<file path="src/rtl/arb_chain_pkg.sv">
package arb_chain_pkg;
   typedef enum logic [1:0] {
      STG_EMPTY = 2'd0,
      STG_WAIT  = 2'd1,
      STG_OWN   = 2'd2
   } stage_st_e;
endpackage

</file>
<file path="src/rtl/arb_chain_stage.sv">
module arb_chain_stage
   import arb_chain_pkg::*;
(
   input  logic clk,
   input  logic rst,
   input  logic tok_in,
   input  logic req,
   input  logic done,
   output logic gnt,
   output logic tok_out
);
   stage_st_e st_q, st_d;

   // Token arrives -> WAIT; WAIT decides own-or-pass in one cycle;
   // OWN leaves only on a release pulse.
   always_comb begin
      st_d    = st_q;
      tok_out = 1'b0;
      case (st_q)
         STG_EMPTY: if (tok_in) st_d = STG_WAIT;
         STG_WAIT: begin
            if (req) begin
               st_d = STG_OWN;
            end else begin
               st_d    = STG_EMPTY;
               tok_out = 1'b1;
            end
         end
         STG_OWN: begin
            if (done) begin
               st_d    = STG_EMPTY;
               tok_out = 1'b1;
            end
         end
         default: st_d = STG_EMPTY;
      endcase
   end

   always_ff @(posedge clk) begin
      if (rst) st_q <= STG_EMPTY;
      else     st_q <= st_d;
   end

   assign gnt = (st_q == STG_OWN);
endmodule

</file>
<file path="src/rtl/arb_chain_head.sv">
module arb_chain_head (
   input  logic clk,
   input  logic rst,
   input  logic req_any,
   input  logic tail_pass,
   output logic inject,
   output logic active
);
   logic active_q;

   // New phase: from idle on any request, or straight after the tail
   // hands the token off while requests are pending.
   assign inject = req_any & (~active_q | tail_pass);

   always_ff @(posedge clk) begin
      if (rst)         active_q <= 1'b0;
      else if (inject) active_q <= 1'b1;
      else if (tail_pass) active_q <= 1'b0;
   end

   assign active = active_q;
endmodule

</file>
<file path="src/rtl/arb_chain.sv">
module arb_chain #(
   parameter int N_DEV = 4
) (
   input  logic             clk,
   input  logic             rst,
   input  logic [N_DEV-1:0] req,
   input  logic [N_DEV-1:0] done,
   output logic [N_DEV-1:0] gnt
);
   localparam int LAST = N_DEV - 1;

   if (N_DEV < 2) begin : g_bad_n
      $error("arb_chain: N_DEV must be at least 2");
   end

   logic [N_DEV-1:0] tok_in;
   logic [N_DEV-1:0] tok_pass;
   logic             req_any;
   logic             inject;
   logic             phase_on;

   assign req_any = |req;

   arb_chain_head u_head (
      .clk       (clk),
      .rst       (rst),
      .req_any   (req_any),
      .tail_pass (tok_pass[LAST]),
      .inject    (inject),
      .active    (phase_on)
   );

   for (genvar g = 0; g < N_DEV; g++) begin : g_stage
      if (g == 0) begin : g_first
         assign tok_in[g] = inject;
      end else begin : g_link
         assign tok_in[g] = tok_pass[g-1];
      end

      arb_chain_stage u_stage (
         .clk     (clk),
         .rst     (rst),
         .tok_in  (tok_in[g]),
         .req     (req[g]),
         .done    (done[g]),
         .gnt     (gnt[g]),
         .tok_out (tok_pass[g])
      );
   end
endmodule

</file>
<file path="config.mk">
export PLATFORM = sky130hd
export DESIGN_NAME = arb_chain
export DESIGN_NICKNAME = d
export VERILOG_FILES = /design/src/rtl/arb_chain_pkg.sv /design/src/rtl/arb_chain_stage.sv /design/src/rtl/arb_chain_head.sv /design/src/rtl/arb_chain.sv
export SDC_FILE = /design/constraint.sdc
export NUM_CORES = 1
export LEC_CHECK = 0
export BUFFER_PORTS_ARGS = -buffer_cell sky130_fd_sc_hd__buf_4
export CAP_MARGIN = 20
export CORE_UTILIZATION = 57
export DETAILED_ROUTE_END_ITERATION = 7
export GPL_ROUTABILITY_DRIVEN = 0
export PLACE_DENSITY = 0.79
export SLEW_MARGIN = 10
export SYNTH_ARGS = -nofsm -noshare
export SYNTH_HDL_FRONTEND = slang
export SYNTH_SLANG_ARGS = --single-unit
</file>
<file path="constraint.sdc">
create_clock -name clk -period 3.3 [get_ports clk]
set_input_delay 0.33 -clock clk [delete_from_list [all_inputs] [get_ports clk]]
set_output_delay 0.33 -clock clk [all_outputs]
set_load 0.02 [all_outputs]
</file>
==> results of run 1 <==
final timing paths:
kind                              start                         end  cells past startpoint
max          g_stage[3].u_stage.st_q[0]                      gnt[3]                      3
min                                 rst  g_stage[0].u_stage.st_q[0]                      2
max reg2reg  g_stage[1].u_stage.st_q[0]  g_stage[2].u_stage.st_q[0]                      6
min reg2reg  g_stage[2].u_stage.st_q[1]  g_stage[2].u_stage.st_q[1]                      2
registers in the layout (all words and copies together), names as in the netlist:
register and flops:
u_head.active 1, g_stage.u_stage.st_q 8
synthesized netlist by cell type (all sizes together), types with 4 or more instances:
library cell   n  area, sq um
dfxtp          9          180
nand2b         9         63.8
inv           11         41.3
nand3b         4         30.0
buf            4         30.0
o21ai          6         37.5
a21oi          4         23.8
nand2          4         15.0
mux2i          4         40.0
nor2           4         15.0
ha            12          150
cells by family (layout without fill, tap and decap cells):
group,after synthesis,count (layout)
AND/OR/NAND/NOR,27,27
multiplexers,4,4
adder cells (fa/ha/maj),12,12
buffers and inverters,16,28
flip-flops,9,9
AO/OA/AOI/OAI,17,17
power groups by stage:
stage | Combinational, mW | Clock (mW) | Sequential, mW
2_1_floorplan | 0.0252 | 0 | 0.116
3_3_place_gp | 0.0397 | 0 | 0.116
3_5_place_dp | 0.0405 | 0 | 0.116
4_1_cts | 0.0408 | 0.0878 | 0.114
5_1_grt | 0.0451 | 0.0952 | 0.114
6_report | 0.0405 | 0.0853 | 0.114
layer usage:
metal / track usage (%) / vias up / share of wire (%)
met5: 0 / - / 0
met4: 7.76 / 0 / 0.81
met3: 5.23 / 2 / 3.2
met2: 33.9 / 8 / 46
met1: 26.4 / 254 / 50
li1: - / 303 / -
layout make-up:
class / count / area (sq um) / share of cell area (%)
timing repair buffer: 13 / 97.6 / 11.3
multi-input combinational: 60 / 502 / 58.0
clock buffer: 4 / 26.3 / 3.04
tap: 14 / 17.5 / 2.03
sequential: 9 / 180 / 20.8
inverter: 11 / 41.3 / 4.78
==> impl_metrics.yaml, run 1 <==
synth:
  synth_compound_area_share_pct: 17.7
  synth_area_sq_um: 757
  synth_nets: 107
  syn_inst: 85
  yosys.area_share.simple_pct: 23.5
  synthAdderAreaFrac_pct: 19.8
  synth_top_family_by_area: "simple AND/OR/NAND/NOR gates"
  muxShareOfSynthArea_pct: 5.29
  yosysSeqAreaShare_pct: 23.8
  synthArstFlopShare_pct: 0
  synth_edf_count: 0
  synth-xor-area-share_pct: 0
  synth_ff_type: "dfxtp_1"
  synth.distinct_cells: 25
  ys_seq_elements: 9
  synth.avg_cell_area_sq_um: 8.91
  ys_warn_count: 0
route:
  first_pass_iters: 2
  drt_iter0_drc: 4
  vias_per_cell: 5.11
  drc_errors: 0
  ant_nets: 0
  vias: 567
  wl_microns: 1240
  wl_per_cell_microns: 11.1
cells_and_area:
  fillers: 94
  area_delta_synth_final_pct: 14.2
  final_core_utilization_pct: 73.8
  final_cell_mix: "buf_4, ha_1, inv_1"
  mostFrequentLayoutCell: "buf_4"
  stdcell_area_sq_um: 865
  drive_above_1_share_pct: 24.7
  nets: 120
  antenna_cells: 0
  final_cells: 111
cts:
  cts_hold_buffers: 0
  worstSkewPairLatency_ns: 0.25
  cts-root-buf: "clkbuf_4"
  cts_resized: 0
  cts_tree: "built"
  clkTransAtPathRegs_ns: 0.07
  post_cts_buffers: 0
  clock-sinks: 9
  cts.htree.levels: 1
  numCtsBuffers: 3
  cts_buffer_depth: 2
flow_run:
  drv_cap: 0
pwr:
  clkPwrFrac_pct: 35.6
  p_leak_nw: 0.357
  power_uw: 239
  p_sw_uw: 59.9
  ir_drop_v: 0.000224
  p_per_area_nw_per_um2: 277
  p_int_uw: 180
  swShare_pct: 25.0
  p_comb_share_pct: 16.9
  seq_power_share_pct: 47.5
floorplan:
  placementRows: 12
  die_x_microns: 38.4
  core_sq_um: 1170
  fp.dieArea_sq_um: 1480
  die_h_microns: 38.4
  io_pins: 14
  start_util_pct: 64.6
global_route:
  first_global_vias: 530
  gr-total-overflow: 0
  grt_pass1_wl_microns: 2130
  grt_usage_pct: 20.9
  antenna_found_initial: 0
  grt_max_degree: 14
place:
  port_buffers: 13
  placed_cell_area_sq_um: 838
  place_inst: 107
  pre_cts_slack_ns: 1.95
  place_hpwl_microns: 1000
sta:
  post-route-min-period_ns: 1.41
  finalSetupViolCount: 0
  hold_viol_final: 0
  rsz0062_at_grt: "no"
  drv_slew: 0
  fin_setup_tns_ns: 0
  clock_skew_ns: 0.00563
  hold_ws_ns: 0.323
  period_share_pct: 42.8
  relSlewSlack_pct: 81.3
  max_freq_mhz: 708
  worst_pin_slew_ns: 0.278
  fin_ws_ns: 1.89
setup_path:
  endpoint_kind: "primary output"
  r2r_slack_ns: 1.91
  cp_max_fo: 3
  cpMaxStageDelayCell: "dfxtp_1"
  path_cells: "inv_1 -> ha_1 -> buf_4"
  cp-start-kind: "register"
  critPathArrivalTime_ns: 1.08
  critPathRequiredTime_ns: 2.97
  crit_buf_inv: 2
  critical_path_class: "register to primary output"
  path_delay_family: "flip-flops"
  max_stage_delay_ns: 0.37
status:
  status: "finished clean"
hold_path:
  worstHoldPathType: "input port to register"
No activity file was read; power rests on OpenSTA's default activity.
==> inputs of run 2 (changes only) <==
- CORE_UTILIZATION: 57 -> 53
- PLACE_DENSITY: 0.79 -> 0.74
- clock period: 3.3 -> 1.4 ns (I/O delays scaled with it)
==> run 2 against run 1 <==
Against the previous run: utilization shrank 6.8 points; non-clock buffer count grew 1; highest routed layer unchanged; critical endpoint is now g_stage[0].u_stage.st_q[0]; global-route usage shrank 2.3 points.
==> impl_metrics.yaml, run 2 (same netlist as run 1, synthesis figures left out) <==
status:
  status: "finished clean"
pwr:
  swShare_pct: 26.3
  p_int_uw: 425
  p_leak_nw: 0.363
  p_comb_share_pct: 16.6
  clkPwrFrac_pct: 36.8
  p_per_area_nw_per_um2: 653
  ir_drop_v: 0.000514
  p_sw_uw: 152
  seq_power_share_pct: 46.6
  power_uw: 577
global_route:
  use_met2_pct: 29.5
  grt.busiest_layer: "met2"
  first_global_vias: 471
  use_met3_pct: 5.11
  antenna_found_initial: 0
  grt_usage_pct: 18.5
  grt_max_degree: 14
  grt_pass1_wl_microns: 1850
  gr-total-overflow: 0
  met1_usage_pct: 20.9
cells_and_area:
  stdcell_area_sq_um: 883
  final_cells: 113
  mostFrequentLayoutCell: "buf_4"
  drive_above_1_share_pct: 29.6
  antenna_cells: 0
  final_cell_mix: "buf_4, ha_1, inv_1"
  nets: 121
  regArea_sq_um: 183
  fillers: 113
  largest_register_ffs: 8
  regMostFlops: "g_stage.u_stage.st_q"
  multi_input_area_sq_um: 509
  area_delta_synth_final_pct: 16.7
cts:
  cts_buffer_depth: 2
  cts-root-buf: "clkbuf_4"
  post_cts_buffers: 0
  worstSkewPairLatency_ns: 0.27
  numCtsBuffers: 3
  clkTransAtPathRegs_ns: 0.07
  cts.htree.levels: 1
  clock-sinks: 9
  cts_tree: "built"
route:
  wl_microns: 1230
  ant_nets: 0
  wl_per_cell_microns: 10.8
  vias_per_cell: 5.01
  drc_errors: 0
  vias: 566
  first_pass_iters: 4
  drt_iter0_drc: 9
sta:
  relSlewSlack_pct: 81.0
  post-route-min-period_ns: 1.29
  max_freq_mhz: 773
  finalSetupViolCount: 0
  worst_pin_slew_ns: 0.282
  clock_skew_ns: 0.00673
  drv_slew: 0
  fin_setup_tns_ns: 0
  rsz0062_at_grt: "no"
  period_share_pct: 92.4
  fin_ws_ns: 0.106
  hold_viol_final: 0
floorplan:
  start_util_pct: 57.5
  die_x_microns: 39.8
  die_h_microns: 39.8
  core_sq_um: 1320
  placementRows: 13
  io_pins: 14
  fp.dieArea_sq_um: 1580
setup_path:
  cp-start-kind: "register"
  endpoint_kind: "register"
  critPathRequiredTime_ns: 1.59
  cp_max_fo: 3
  critPathArrivalTime_ns: 1.48
  critical_path_class: "register to register"
  reg2regPathDepth: 5
flow_run:
  drv_cap: 0
hold_path:
  holdPathStages: 2
  worstHoldPathType: "input port to register"
place:
  placed_cell_area_sq_um: 847
  pre_cts_slack_ns: 0.00490
  place_hpwl_microns: 963
  port_buffers: 13
  place_inst: 109
-- run 2: cell types whose count changed in the layout (fill, tap and decap cells not counted), sizes merged --
cell / before / now
buf: 13 / 14
-- run 2: path summary, 6_finish.rpt --
| kind | startpoint | end | slack [ns] |
|---|---|---|---|
| worst max register to register | g_stage[3].u_stage.st_q[0] | g_stage[0].u_stage.st_q[0] | 0.11 |
| worst max-delay path | g_stage[3].u_stage.st_q[0] | g_stage[0].u_stage.st_q[0] | 0.11 |
| worst min-delay path | rst | g_stage[0].u_stage.st_q[0] | 0.11 |
| worst min register to register | g_stage[0].u_stage.st_q[1] | g_stage[0].u_stage.st_q[1] | 0.50 |
-- run 2: metal layers --
metal | vias up | part of all wire, % | wire length [microns]
li1 | 302 | - | -
met1 | 247 | 48 | 591
met2 | 13 | 45 | 555
met3 | 4 | 4.1 | 50
met4 | 0 | 2.2 | 27
met5 | - | 0 | 0
-- run 2: power by group through the flow --
stage	clock network [mW]	registers (mW)	logic, mW
after floorplan	0	0.273	0.0595
after global placement	0	0.273	0.0938
after detailed placement	0	0.274	0.0950
after CTS	0.213	0.268	0.0957
after global routing	0.230	0.270	0.106
final	0.212	0.269	0.0957
-- run 2: what timing repair did --
item                       CTS  global route
setup endpoints to repair    2             4
resized for setup            1             5
hold buffers                 0             0
pin swaps                    0             1
-- run 2: area by class of cell --
class | instances | share of cell area [%]
repair buffers | 14 | 11.9
inverters | 11 | 4.67
multi-input cells | 60 | 57.6
clock buffers | 4 | 2.97
flip-flops and latches | 9 | 20.7
well taps | 15 | 2.12
-- run 2: through the flow --
| step | hold WS, ns | util, % |
|---|---|---|
| global route | 0.126 | 67.0 |
| global placement | 0.405 | 64.3 |
| floorplan | 0.303 | - |
| detailed placement | 0.410 | 64.3 |
| finish | 0.114 | 67.0 |
| CTS | 0.120 | 66.3 |
-- run 2: critical path: stages, from the launching register on --
cell,delay [ns]
dfxtp_1,0.38
inv_1,0.08
ha_1,0.27
a21boi_4,0.21
o21ai_2,0.08
a211oi_2,0.20
